--- src/rtl/xlat_cache_pkg.sv ---
package xlat_cache_pkg;
  typedef enum logic [2:0] {
    XC_IDLE = 3'd0,
    XC_LOOK = 3'd1,
    XC_WALK = 3'd2,
    XC_WAIT = 3'd3,
    XC_RESP = 3'd4
  } xc_state_e;
endpackage

--- src/rtl/xlat_cache_tags.sv ---
module xlat_cache_tags #(
  parameter int ENTRIES = 8,
  parameter int VPN_W   = 20,
  parameter int PFN_W   = 20,
  localparam int IDX_W  = (ENTRIES > 1) ? $clog2(ENTRIES) : 1
) (
  input  logic               clk,
  input  logic               rst_n,
  input  logic               flush,
  input  logic               fill_en,
  input  logic [IDX_W-1:0]   fill_idx,
  input  logic [VPN_W-1:0]   fill_vpn,
  input  logic [PFN_W-1:0]   fill_pfn,
  input  logic               fill_rw,
  input  logic               fill_us,
  input  logic               fill_dty,
  input  logic [VPN_W-1:0]   look_vpn,
  output logic               hit,
  output logic [IDX_W-1:0]   hit_idx,
  output logic [PFN_W-1:0]   hit_pfn,
  output logic               hit_rw,
  output logic               hit_us,
  output logic               hit_dty,
  output logic [ENTRIES-1:0] valid_vec,
  output logic [ENTRIES-1:0] match_vec
);
  logic [VPN_W-1:0] tag_vec [ENTRIES];
  logic [PFN_W-1:0] pfn_vec [ENTRIES];
  logic [ENTRIES-1:0] rw_vec, us_vec, dty_vec;

  for (genvar g = 0; g < ENTRIES; g++) begin : g_ent
    logic             vld_r;
    logic [VPN_W-1:0] tag_r;
    logic [PFN_W-1:0] pfn_r;
    logic             rw_r, us_r, dty_r;
    logic             wr_here;

    assign wr_here = fill_en && (fill_idx == IDX_W'(g));

    // invalidation outranks a fill landing in the same cycle
    always_ff @(posedge clk) begin
      if (!rst_n)        vld_r <= 1'b0;
      else if (flush)    vld_r <= 1'b0;
      else if (wr_here)  vld_r <= 1'b1;
    end

    always_ff @(posedge clk) begin
      if (!rst_n) begin
        tag_r <= '0;
        pfn_r <= '0;
        rw_r  <= 1'b0;
        us_r  <= 1'b0;
        dty_r <= 1'b0;
      end else if (wr_here && !flush) begin
        tag_r <= fill_vpn;
        pfn_r <= fill_pfn;
        rw_r  <= fill_rw;
        us_r  <= fill_us;
        dty_r <= fill_dty;
      end
    end

    assign valid_vec[g] = vld_r;
    assign match_vec[g] = vld_r && (tag_r == look_vpn);
    assign tag_vec[g]   = tag_r;
    assign pfn_vec[g]   = pfn_r;
    assign rw_vec[g]    = rw_r;
    assign us_vec[g]    = us_r;
    assign dty_vec[g]   = dty_r;
  end

  assign hit = |match_vec;

  always_comb begin
    hit_idx = '0;
    for (int i = 0; i < ENTRIES; i++) begin
      if (match_vec[i]) hit_idx = hit_idx | IDX_W'(i);
    end
  end

  assign hit_pfn = pfn_vec[hit_idx];
  assign hit_rw  = rw_vec[hit_idx];
  assign hit_us  = us_vec[hit_idx];
  assign hit_dty = dty_vec[hit_idx];
endmodule

--- src/rtl/xlat_cache_victim.sv ---
module xlat_cache_victim #(
  parameter int ENTRIES = 8,
  localparam int IDX_W  = (ENTRIES > 1) ? $clog2(ENTRIES) : 1
) (
  input  logic             clk,
  input  logic             rst_n,
  input  logic             advance,
  output logic [IDX_W-1:0] ptr
);
  localparam logic [IDX_W-1:0] LAST = IDX_W'(ENTRIES - 1);

  always_ff @(posedge clk) begin
    if (!rst_n)       ptr <= '0;
    else if (advance) ptr <= (ptr == LAST) ? '0 : ptr + 1'b1;
  end
endmodule

--- src/rtl/xlat_cache_ctrl.sv ---
module xlat_cache_ctrl
  import xlat_cache_pkg::*;
#(
  parameter int ENTRIES = 8,
  parameter int VPN_W   = 20,
  parameter int PFN_W   = 20,
  localparam int IDX_W  = (ENTRIES > 1) ? $clog2(ENTRIES) : 1
) (
  input  logic             clk,
  input  logic             rst_n,
  input  logic             flush,
  input  logic             req_valid,
  output logic             req_ready,
  input  logic [VPN_W-1:0] req_vpn,
  input  logic             req_write,
  output logic             rsp_valid,
  input  logic             rsp_ready,
  output logic [PFN_W-1:0] rsp_pfn,
  output logic             rsp_rw,
  output logic             rsp_us,
  output logic             rsp_fault,
  output logic             walk_req_valid,
  input  logic             walk_req_ready,
  output logic [VPN_W-1:0] walk_vpn,
  output logic             walk_write,
  input  logic             walk_rsp_valid,
  input  logic [PFN_W-1:0] walk_rsp_pfn,
  input  logic             walk_rsp_rw,
  input  logic             walk_rsp_us,
  input  logic             walk_rsp_dirty,
  input  logic             walk_rsp_fault,
  output logic [VPN_W-1:0] look_vpn,
  input  logic             hit,
  input  logic [IDX_W-1:0] hit_idx,
  input  logic [PFN_W-1:0] hit_pfn,
  input  logic             hit_rw,
  input  logic             hit_us,
  input  logic             hit_dty,
  input  logic [IDX_W-1:0] victim,
  output logic             fill_en,
  output logic [IDX_W-1:0] fill_idx,
  output logic             advance
);
  xc_state_e        st_q;
  logic [VPN_W-1:0] vpn_q;
  logic             wr_q;
  logic             resident_q;
  logic [IDX_W-1:0] res_idx_q;
  logic             stale_q;
  logic             use_hit;
  logic             take_walk;

  assign look_vpn       = vpn_q;
  assign req_ready      = (st_q == XC_IDLE);
  assign rsp_valid      = (st_q == XC_RESP);
  assign walk_req_valid = (st_q == XC_WALK);
  assign walk_vpn       = vpn_q;
  assign walk_write     = wr_q;

  // a write to a page whose dirty flag is not yet recorded must reach the walker
  assign use_hit   = hit && !(wr_q && !hit_dty);
  assign take_walk = (st_q == XC_WAIT) && walk_rsp_valid;

  assign fill_en  = take_walk && !walk_rsp_fault && !stale_q && !flush;
  assign fill_idx = resident_q ? res_idx_q : victim;
  assign advance  = fill_en && !resident_q;

  always_ff @(posedge clk) begin
    if (!rst_n) begin
      st_q       <= XC_IDLE;
      vpn_q      <= '0;
      wr_q       <= 1'b0;
      resident_q <= 1'b0;
      res_idx_q  <= '0;
      stale_q    <= 1'b0;
      rsp_pfn    <= '0;
      rsp_rw     <= 1'b0;
      rsp_us     <= 1'b0;
      rsp_fault  <= 1'b0;
    end else begin
      unique case (st_q)
        XC_IDLE: begin
          if (req_valid) begin
            vpn_q <= req_vpn;
            wr_q  <= req_write;
            st_q  <= XC_LOOK;
          end
        end
        XC_LOOK: begin
          if (use_hit) begin
            rsp_pfn   <= hit_pfn;
            rsp_rw    <= hit_rw;
            rsp_us    <= hit_us;
            rsp_fault <= 1'b0;
            st_q      <= XC_RESP;
          end else begin
            resident_q <= hit;
            res_idx_q  <= hit_idx;
            stale_q    <= flush;
            st_q       <= XC_WALK;
          end
        end
        XC_WALK: begin
          if (flush) stale_q <= 1'b1;
          if (walk_req_ready) st_q <= XC_WAIT;
        end
        XC_WAIT: begin
          if (flush) stale_q <= 1'b1;
          if (walk_rsp_valid) begin
            rsp_pfn   <= walk_rsp_pfn;
            rsp_rw    <= walk_rsp_rw;
            rsp_us    <= walk_rsp_us;
            rsp_fault <= walk_rsp_fault;
            st_q      <= XC_RESP;
          end
        end
        XC_RESP: begin
          if (rsp_ready) st_q <= XC_IDLE;
        end
        default: st_q <= XC_IDLE;
      endcase
    end
  end

  logic unused_dirty;
  assign unused_dirty = walk_rsp_dirty;
endmodule

--- src/rtl/xlat_cache.sv ---
module xlat_cache #(
  parameter int ENTRIES = 8,
  parameter int VPN_W   = 20,
  parameter int PFN_W   = 20
) (
  input  logic             clk,
  input  logic             rst_n,
  input  logic             req_valid,
  output logic             req_ready,
  input  logic [VPN_W-1:0] req_vpn,
  input  logic             req_write,
  output logic             rsp_valid,
  input  logic             rsp_ready,
  output logic [PFN_W-1:0] rsp_pfn,
  output logic             rsp_rw,
  output logic             rsp_us,
  output logic             rsp_fault,
  output logic             walk_req_valid,
  input  logic             walk_req_ready,
  output logic [VPN_W-1:0] walk_vpn,
  output logic             walk_write,
  input  logic             walk_rsp_valid,
  input  logic [PFN_W-1:0] walk_rsp_pfn,
  input  logic             walk_rsp_rw,
  input  logic             walk_rsp_us,
  input  logic             walk_rsp_dirty,
  input  logic             walk_rsp_fault,
  input  logic             base_wr,
  input  logic [PFN_W-1:0] base_wr_data,
  input  logic             ctx_sw,
  input  logic [PFN_W-1:0] ctx_sw_base
);
  localparam int IDX_W = (ENTRIES > 1) ? $clog2(ENTRIES) : 1;

  logic [PFN_W-1:0]   base_q;
  logic               flush;
  logic [VPN_W-1:0]   look_vpn;
  logic               hit, hit_rw, hit_us, hit_dty;
  logic [IDX_W-1:0]   hit_idx, victim, fill_idx;
  logic [PFN_W-1:0]   hit_pfn;
  logic               fill_en, advance;
  logic [ENTRIES-1:0] valid_vec, match_vec;

  assign flush = base_wr || (ctx_sw && (ctx_sw_base != base_q));

  always_ff @(posedge clk) begin
    if (!rst_n)       base_q <= '0;
    else if (base_wr) base_q <= base_wr_data;
    else if (ctx_sw)  base_q <= ctx_sw_base;
  end

  xlat_cache_tags #(.ENTRIES(ENTRIES), .VPN_W(VPN_W), .PFN_W(PFN_W)) u_tags (
    .clk(clk), .rst_n(rst_n), .flush(flush),
    .fill_en(fill_en), .fill_idx(fill_idx), .fill_vpn(look_vpn),
    .fill_pfn(walk_rsp_pfn), .fill_rw(walk_rsp_rw), .fill_us(walk_rsp_us),
    .fill_dty(walk_rsp_dirty), .look_vpn(look_vpn),
    .hit(hit), .hit_idx(hit_idx), .hit_pfn(hit_pfn), .hit_rw(hit_rw),
    .hit_us(hit_us), .hit_dty(hit_dty), .valid_vec(valid_vec), .match_vec(match_vec)
  );

  xlat_cache_victim #(.ENTRIES(ENTRIES)) u_victim (
    .clk(clk), .rst_n(rst_n), .advance(advance), .ptr(victim)
  );

  xlat_cache_ctrl #(.ENTRIES(ENTRIES), .VPN_W(VPN_W), .PFN_W(PFN_W)) u_ctrl (
    .clk(clk), .rst_n(rst_n), .flush(flush),
    .req_valid(req_valid), .req_ready(req_ready), .req_vpn(req_vpn), .req_write(req_write),
    .rsp_valid(rsp_valid), .rsp_ready(rsp_ready), .rsp_pfn(rsp_pfn), .rsp_rw(rsp_rw),
    .rsp_us(rsp_us), .rsp_fault(rsp_fault),
    .walk_req_valid(walk_req_valid), .walk_req_ready(walk_req_ready),
    .walk_vpn(walk_vpn), .walk_write(walk_write),
    .walk_rsp_valid(walk_rsp_valid), .walk_rsp_pfn(walk_rsp_pfn),
    .walk_rsp_rw(walk_rsp_rw), .walk_rsp_us(walk_rsp_us),
    .walk_rsp_dirty(walk_rsp_dirty), .walk_rsp_fault(walk_rsp_fault),
    .look_vpn(look_vpn), .hit(hit), .hit_idx(hit_idx), .hit_pfn(hit_pfn),
    .hit_rw(hit_rw), .hit_us(hit_us), .hit_dty(hit_dty), .victim(victim),
    .fill_en(fill_en), .fill_idx(fill_idx), .advance(advance)
  );
endmodule

--- config.mk ---
export PLATFORM = sky130hd
export DESIGN_NAME = xlat_cache
export DESIGN_NICKNAME = d
export VERILOG_FILES = /design/src/rtl/xlat_cache_pkg.sv /design/src/rtl/xlat_cache_tags.sv /design/src/rtl/xlat_cache_victim.sv /design/src/rtl/xlat_cache_ctrl.sv /design/src/rtl/xlat_cache.sv
export SDC_FILE = /design/constraint.sdc
export NUM_CORES = 1
export LEC_CHECK = 0
export CAP_MARGIN = 25
export CORE_ASPECT_RATIO = 0.75
export CORE_MARGIN = 3
export CORE_UTILIZATION = 35
export CTS_BUF_LIST = sky130_fd_sc_hd__clkbuf_16
export CTS_CLUSTER_DIAMETER = 30
export DETAILED_ROUTE_END_ITERATION = 8
export PLACE_DENSITY_LB_ADDON = 0.12
export SYNTH_ARGS = -nofsm -noshare
export SYNTH_HDL_FRONTEND = slang
export SYNTH_SLANG_ARGS = --single-unit
--- constraint.sdc ---
create_clock -name clk -period 3.6 [get_ports clk]
set_input_delay 0.9 -clock clk [delete_from_list [all_inputs] [get_ports clk]]
set_output_delay 0.9 -clock clk [all_outputs]
set_load 0.05 [all_outputs]
======== Word level (Yosys, flattened, before mapping) ========
Cells that the tools add are included.
word-level totals
  bits in registers ....................... 427
  bits in latches ......................... 0
  memory bits (writable) .................. 0
  memory bits (read-only) ................. 0
  input port bits ......................... 93
  output and inout port bits .............. 47
  logic and storage cells ................. 187
  memories ................................ 0
cells by class
  add/sub/neg operators ................... 1
  multiply operators ...................... 0
  div/mod/pow operators ................... 0
  $lt $le $gt $ge ......................... 2
  eq/ne operators ......................... 28
  shift-type cells ........................ 0
  muxes and demuxes ....................... 41
  bitwise operators ....................... 3
  reductions and logical operators ........ 52
operators with widths
  kind                number
  $eq 20x20->1        8
  $mux 20             6
  $bmux 20 s3         1
  $pmux 20 s2         1
  $mux 3              11
  $logic_and 1x1->1   32
  $ne 20x20->1        1
  $eq 3x3->1 const B  6
  $pmux 3 s5          1
  $eq 3x2->1 const B  4
  $mux 1              12
  $bmux 1 s3          3
  $ne 2x1->1 const B  4
  $pmux 1 s2          4
  $reduce_or 8->1     1
  $eq 3x1->1 const B  2
  $logic_not 1->1     6
  $logic_not 3->1     2
  $ne 2x2->1 const B  3
  $reduce_and 3->1    2
  $reduce_bool 2->1   3
  $ge 4x4->1 const B  1
  $lt 3x4->1 const B  1
  $mux 2              2
  7 further kinds     10

======== Longest topological paths before layout ========
  depth in word-level cells ............... 17
  gate-level depth with buffers ........... 14

======== Cells and area by module ========
A second synthesis with hierarchy kept.
second synthesis, totals
  cells, all modules ...................... 2509
  area total of the unflattened synthesis .. 21038.9 um^2
by module, submodules not included
  module             times used  cells an instance  area each (um^2)
  xlat_cache_tags    1           2068               17300.3
  xlat_cache_ctrl    1           290                2363.5
  xlat_cache         1           138                1227.4
  xlat_cache_victim  1           13                 147.6

======== Least setup slack after synthesis ========
No wires, ideal clock.
  kind .................................... reg-to-reg
  start point ............................. reg u_ctrl.vpn_q[18], in the netlist u_ctrl.look_vpn[18]
  end point ............................... reg u_ctrl.rsp_pfn[0]
  library setup time ...................... 86 ps
  arrival ................................. 3685 ps
  data required time ...................... 3514 ps
  slack ................................... -171 ps
  cell stages (with the launch flop) ...... 14
  buffers on the path ..................... 3
  cell sequence ........................... dfxtp_1 > buf_2 > xor2_1 > or4b_1 > or4_1 > o22ai_2 > or2_1 > buf_6 > mux2_1 > a2bb2oi_2 > a21oi_2 > clkbuf_1 > nor3_1 > a211oi_1
on the way
  longest elaborated chain between the ends .. 17
  elaborated cells between the ends (all ways) .. 38
ends and longest elaborated chain
  element                       RTL line                text
  from (decl)                   xlat_cache_ctrl.sv:45   logic [VPN_W-1:0] vpn_q;
  from (signal assigned)        xlat_cache_ctrl.sv:84   vpn_q <= req_vpn;
  $eq 20x20->1                  xlat_cache_tags.sv:64   assign match_vec[g] = vld_r && (tag_r == look_vpn);
  $logic_and 1x1->1             xlat_cache_tags.sv:64
  $mux 1                        xlat_cache_tags.sv:77   if (match_vec[i]) hit_idx = hit_idx | IDX_W'(i);
  $mux 2 (2 in series)          xlat_cache_tags.sv:77
  $mux 3 (4 in series)          xlat_cache_tags.sv:77
  $bmux 1 s3                    xlat_cache_tags.sv:84   assign hit_dty = dty_vec[hit_idx];
  $mux 1 (not written as such)  xlat_cache_tags.sv:84
  $logic_not 1->1               xlat_cache_ctrl.sv:61   assign use_hit = hit && !(wr_q && !hit_dty);
  $logic_and 1x1->1             xlat_cache_ctrl.sv:61
  $logic_not 1->1               xlat_cache_ctrl.sv:61
  $logic_and 1x1->1             xlat_cache_ctrl.sv:61
  $ne 2x1->1 (no line)          n/a
  $reduce_and 3->1 (no line)    n/a
  to (signal assigned)          xlat_cache_ctrl.sv:91   rsp_pfn <= hit_pfn;
  to (signal assigned)          xlat_cache_ctrl.sv:110  rsp_pfn <= walk_rsp_pfn;
  to (decl)                     xlat_cache_ctrl.sv:18   output logic [PFN_W-1:0] rsp_pfn,
Several ways; a longest one is shown, not always the timed one. The select of a mux whose other input is x is not followed.
A chain may end at the register's enable or synchronous reset.

======== Worst setup path in the final report ========
  start point ............................. reg u_ctrl.vpn_q[5], in the netlist u_ctrl.look_vpn[5]
  end point ............................... reg u_ctrl.rsp_pfn[7]
The elaborated chain is that of the path after synthesis.

==> metrics.md <==
| Metric | Value |
|---|---|
| Status | `complete, no violations` |
| Largest net degree at the start of global routing | `68` |
| Die Span Y | `between 200 and 250 µm` |
| Endpoints failing hold | `0` |
| Setup Viol. Count Final | `0` |
| Async SR Flop Fraction | `0%` |
| CP arrival | `~4000 ps` |
| Mapped Area | `roughly 19,000 µm²` |
| Most frequent cells after synthesis | `nand2_1 (811), dfxtp_1 (427), a21oi_1 (393), clkbuf_1 (212), xnor2_1 (135)` |
| Post-Synth XOR/XNOR Area | `roughly 8.2%` |
| Final HPWL DP | `43.29 mm` |
| Hold crit path type | `flop to flop` |
| Syn Area/Cell | `around 7.6 µm²` |
| Critical Path Start Type | `flop` |
| Synthesis Warnings | `0` |
| Most common cell in the netlist | `nand2_1` |
| Fin crit share | `98.74%` |
| P per Cell Area | `roughly 570 nW/µm²` |
| WL final | `between 60 and 70 mm` |
| Vias in the first global route | `roughly 18,000` |
| RSZ-0062 raised after global routing | `yes` |
| Cells after Synth | `approximately 2,500` |
| CTS tree | `yes` |
| #FFs+latches synth | `427` |
| CTS clk-pin slew, worst paths | `~50 ps` |
| CP Max Fanout | `12` |
| Largest family of logic cells by synthesized area | `simple AND/OR/NAND/NOR gates` |
| Via count | `roughly 18,000` |
| DRT iter0 DRCs | `1,382` |
| Total track usage | `between 20 and 25%` |
| Cell Area, Placed | `22,610 µm²` |
| Congestion Overflow GR | `0` |
| Syn_nets | `2,644` |
| Hold depth | `2` |
| Fin crit period | `3555 ps` |
| Pins Over Slew Limit | `0` |
| Num Clock Sinks | `about 430` |
| Critical path's most frequent cell | `or2_4` |
| Hold_buf cts | `0` |
| Post-synth top area cell | `dfxtp_1` |
| Worst path slowest cell | `or4b_4` |
| Register-to-Register Path Depth | `12` |
| Buffers on Ports | `139` |
| Routed WL per cell | `18.94 µm` |
| Core Util, Final | `between 40% and 50%` |
| Routability cong. | `0.8284` |
| Layout area overhead | `36.71%` |
| Crit end category | `flop` |
| Compound-Gate Fraction of Synth Area | `about 16%` |
| Die width | `277.6 µm` |
| Crit-path leading delay family | `simple AND/OR/NAND/NOR gates` |
| Slew @ Worst Pin | `767.7 ps` |
| Global-route wire length before repair | `between 100 and 150 mm` |
| Netlist cell types | `51` |
| Total iterations of the first detailed-routing run | `5` |
| Antenna Nets Post-Route | `0` |
| Max-Cap Viols | `0` |
| VDD IR max | `between 0.3 and 0.4 mV` |
| Crit path buffers/inverters | `2` |
| Fin area | `26,480 µm²` |
| CP required | `slightly above 4000 ps` |
| DR DRC count | `0` |
| Clock latency on the worst-skew pair | `between 600 and 700 ps` |
| Adder-cell share of the synthesized area | `0.1292%` |
| Root Driver | `clkbuf_16` |
| Top FF cell, synth | `dfxtp_1` |
| Fraction of layout cells with a size suffix above 1 | `between 10% and 20%` |
| Hold Startpoint | `u_tags.g_ent[5].pfn_r[5]$_SDFFE_PN0P_` |
| Hold EP | `u_tags.g_ent[5].pfn_r[5]$_SDFFE_PN0P_` |
| Seq/Total Area, Yosys | `between 40% and 50%` |
| CP Cell Sequence | `xor2_2, or4b_4, or4_4, o22ai_4, or2_4, buf_4, nand2_1, a32oi_2, a21oi_4, or2_4, clkbuf_16, a211oi_2` |
| Post-synthesis mux area share | `about 3.7%` |
| Fmax achieved | `281.3 MHz` |
| Vias per std cell | `5.140` |
| Critical Path Source | `u_ctrl.look_vpn[5]$_SDFFE_PN0P_` |
| Starting density of the core | `a little over a third` |
| Clock buffer count from CTS | `98` |
| Leak | `between 9 and 10 nW` |
| Core area | `~55,000 µm²` |
| CP peak stage delay | `approximately 510 ps` |
| Initial antenna violation count | `0` |
| Relative slew slack | `between 40% and 50%` |
| Dominant cells by area after synthesis | `dfxtp_1 (44%), nand2_1 (16%), a21oi_1 (10%)` |
| Worst R2R Start | `u_ctrl.look_vpn[5]$_SDFFE_PN0P_` |
| R2r setup slk | `50 ps` |
| Antenna cells | `0` |
| DIE AREA | `around 58,000 µm²` |
| Yosys top cell area share | `44.14%` |
| Depth of the CTS H-tree | `3` |
| Clock Path Buffers | `3` |
| Final nets | `about 2,800` |
| WS Path Type | `flop to flop` |
| Num ports | `between 100 and 150` |
| Row cnt | `74` |
| EDFF count, synth | `0` |
| Post-Synth Simple-Gate Area | `a little under a quarter` |
| Clock Skew | `approximately 24 ps` |
| Crit Reg-Reg Endpoint | `u_ctrl.rsp_pfn[7]$_SDFFE_PN0P_` |
==> sequential cells by signal (all words and copies together), names as in the netlist <==
signal / cells
u_tags.g_ent.dty_r: 8
u_ctrl.st_q: 3
base_q: 20
u_ctrl.look_vpn: 20
u_victim.ptr: 3
u_ctrl.rsp_us: 1
u_ctrl.rsp_rw: 1
u_tags.g_ent.tag_r: 160
u_ctrl.walk_write: 1
u_tags.g_ent.pfn_r: 160
u_ctrl.resident_q: 1
u_tags.g_ent.vld_r: 8
u_tags.g_ent.us_r: 8
u_ctrl.res_idx_q: 3
u_ctrl.rsp_fault: 1
u_ctrl.rsp_pfn: 20
u_tags.g_ent.rw_r: 8
u_ctrl.stale_q: 1
==> layout by cell type, fill, tap and decap left out, drive strengths merged, types with 50 or more instances in the layout <==
| cell | count |
|---|---|
| nand2 | 811 |
| clkbuf | 106 |
| clkdlybuf4s50 | 139 |
| nor2 | 63 |
| o21ai | 50 |
| xnor2 | 135 |
| dfxtp | 427 |
| buf | 186 |
| a21oi | 394 |
| nand3 | 59 |
==> worst register-to-register path, stage by stage, from the launching register on <==
cell and delay (ps):
dfxtp_4 390, xor2_2 170, or4b_4 510, or4_4 510, o22ai_4 180, or2_4 270
buf_4 160, nand2_1 60, a32oi_2 290, a21oi_4 130, or2_4 320, clkbuf_16 220
a211oi_2 250
==> power by group <==
| part | switching (W) | total (W) | internal, W |
|---|---|---|---|
| Clock | 0.00282 | 0.00887 | 0.00606 |
| Combinational | 0.000763 | 0.00130 | 0.000539 |
| Sequential | 0.0000626 | 0.00486 | 0.00480 |
==> metrics by stage <==
stage / instances / hold WS [ps] / setup TNS (ps) / worst slack (ps) / power [W]
after detailed placement: 3348 / 439.8 / -286610 / -868.3 / 0.006175
after CTS: 3532 / 447.6 / 0 / 3.178 / 0.01511
after global routing: 3547 / 464.0 / -919.6 / -111.0 / 0.01553
after floorplan: 2549 / 427.7 / 0 / 0.2378 / 0.005615
after global placement: 3348 / 434.1 / -295520 / -883.8 / 0.006165
final: 3547 / 445.4 / 0 / 45.31 / 0.01503
==> worst max path at each step <==
| stage | depth (start not counted) | endpoint |
|---|---|---|
| after floorplan | 13 | u_ctrl.rsp_pfn[0]$_SDFFE_PN0P_ |
| after global placement | 12 | u_tags.g_ent[1].pfn_r[3]$_SDFFE_PN0P_ |
| after detailed placement | 13 | u_tags.g_ent[7].us_r$_SDFFE_PN0P_ |
| after CTS | 12 | u_ctrl.rsp_pfn[7]$_SDFFE_PN0P_ |
| after global routing | 14 | u_ctrl.rsp_pfn[19]$_SDFFE_PN0P_ |
| final | 12 | u_ctrl.rsp_pfn[7]$_SDFFE_PN0P_ |
==> repair_timing <==
item	in CTS	in global routing
endpoints found under the setup margin	379	28
setup buffers	1	11
cloned	0	4
pin swaps	2	18
gates resized for setup	16	52
==> area by class of cell <==
cell class | count | area, µm²
Sequential cell | 427 | 8563
Multi-Input combinational cell | 1859 | 10130
Clock inverter | 80 | 750.7
Tap cell | 722 | 903.4
Clock buffer | 103 | 2577
Inverter | 28 | 112.6
Timing Repair Buffer | 328 | 3436
Fill cell | 5165 | 28150
==> per-layer routing <==
| metal | vias to the layer above | part of all wire (%) | global-route usage [%] |
|---|---|---|---|
| met5 | - | 0 | 0 |
| met4 | 0 | 2.0 | 6.240 |
| met2 | 506 | 43 | 32.94 |
| met1 | 8746 | 50 | 32.36 |
| li1 | 8883 | - | - |
| met3 | 96 | 5.5 | 4.582 |
==> cell families (layout without fill, tap and decap cells) <==
group / count (synthesis) / in the layout
compound gates: 538 / 538
simple gates: 1069 / 1069
buf+inv: 263 / 539
xor+xnor: 181 / 181
mux: 69 / 69
flops: 427 / 427
fa+ha+maj: 2 / 2
Power figures use the tool's default switching activity.
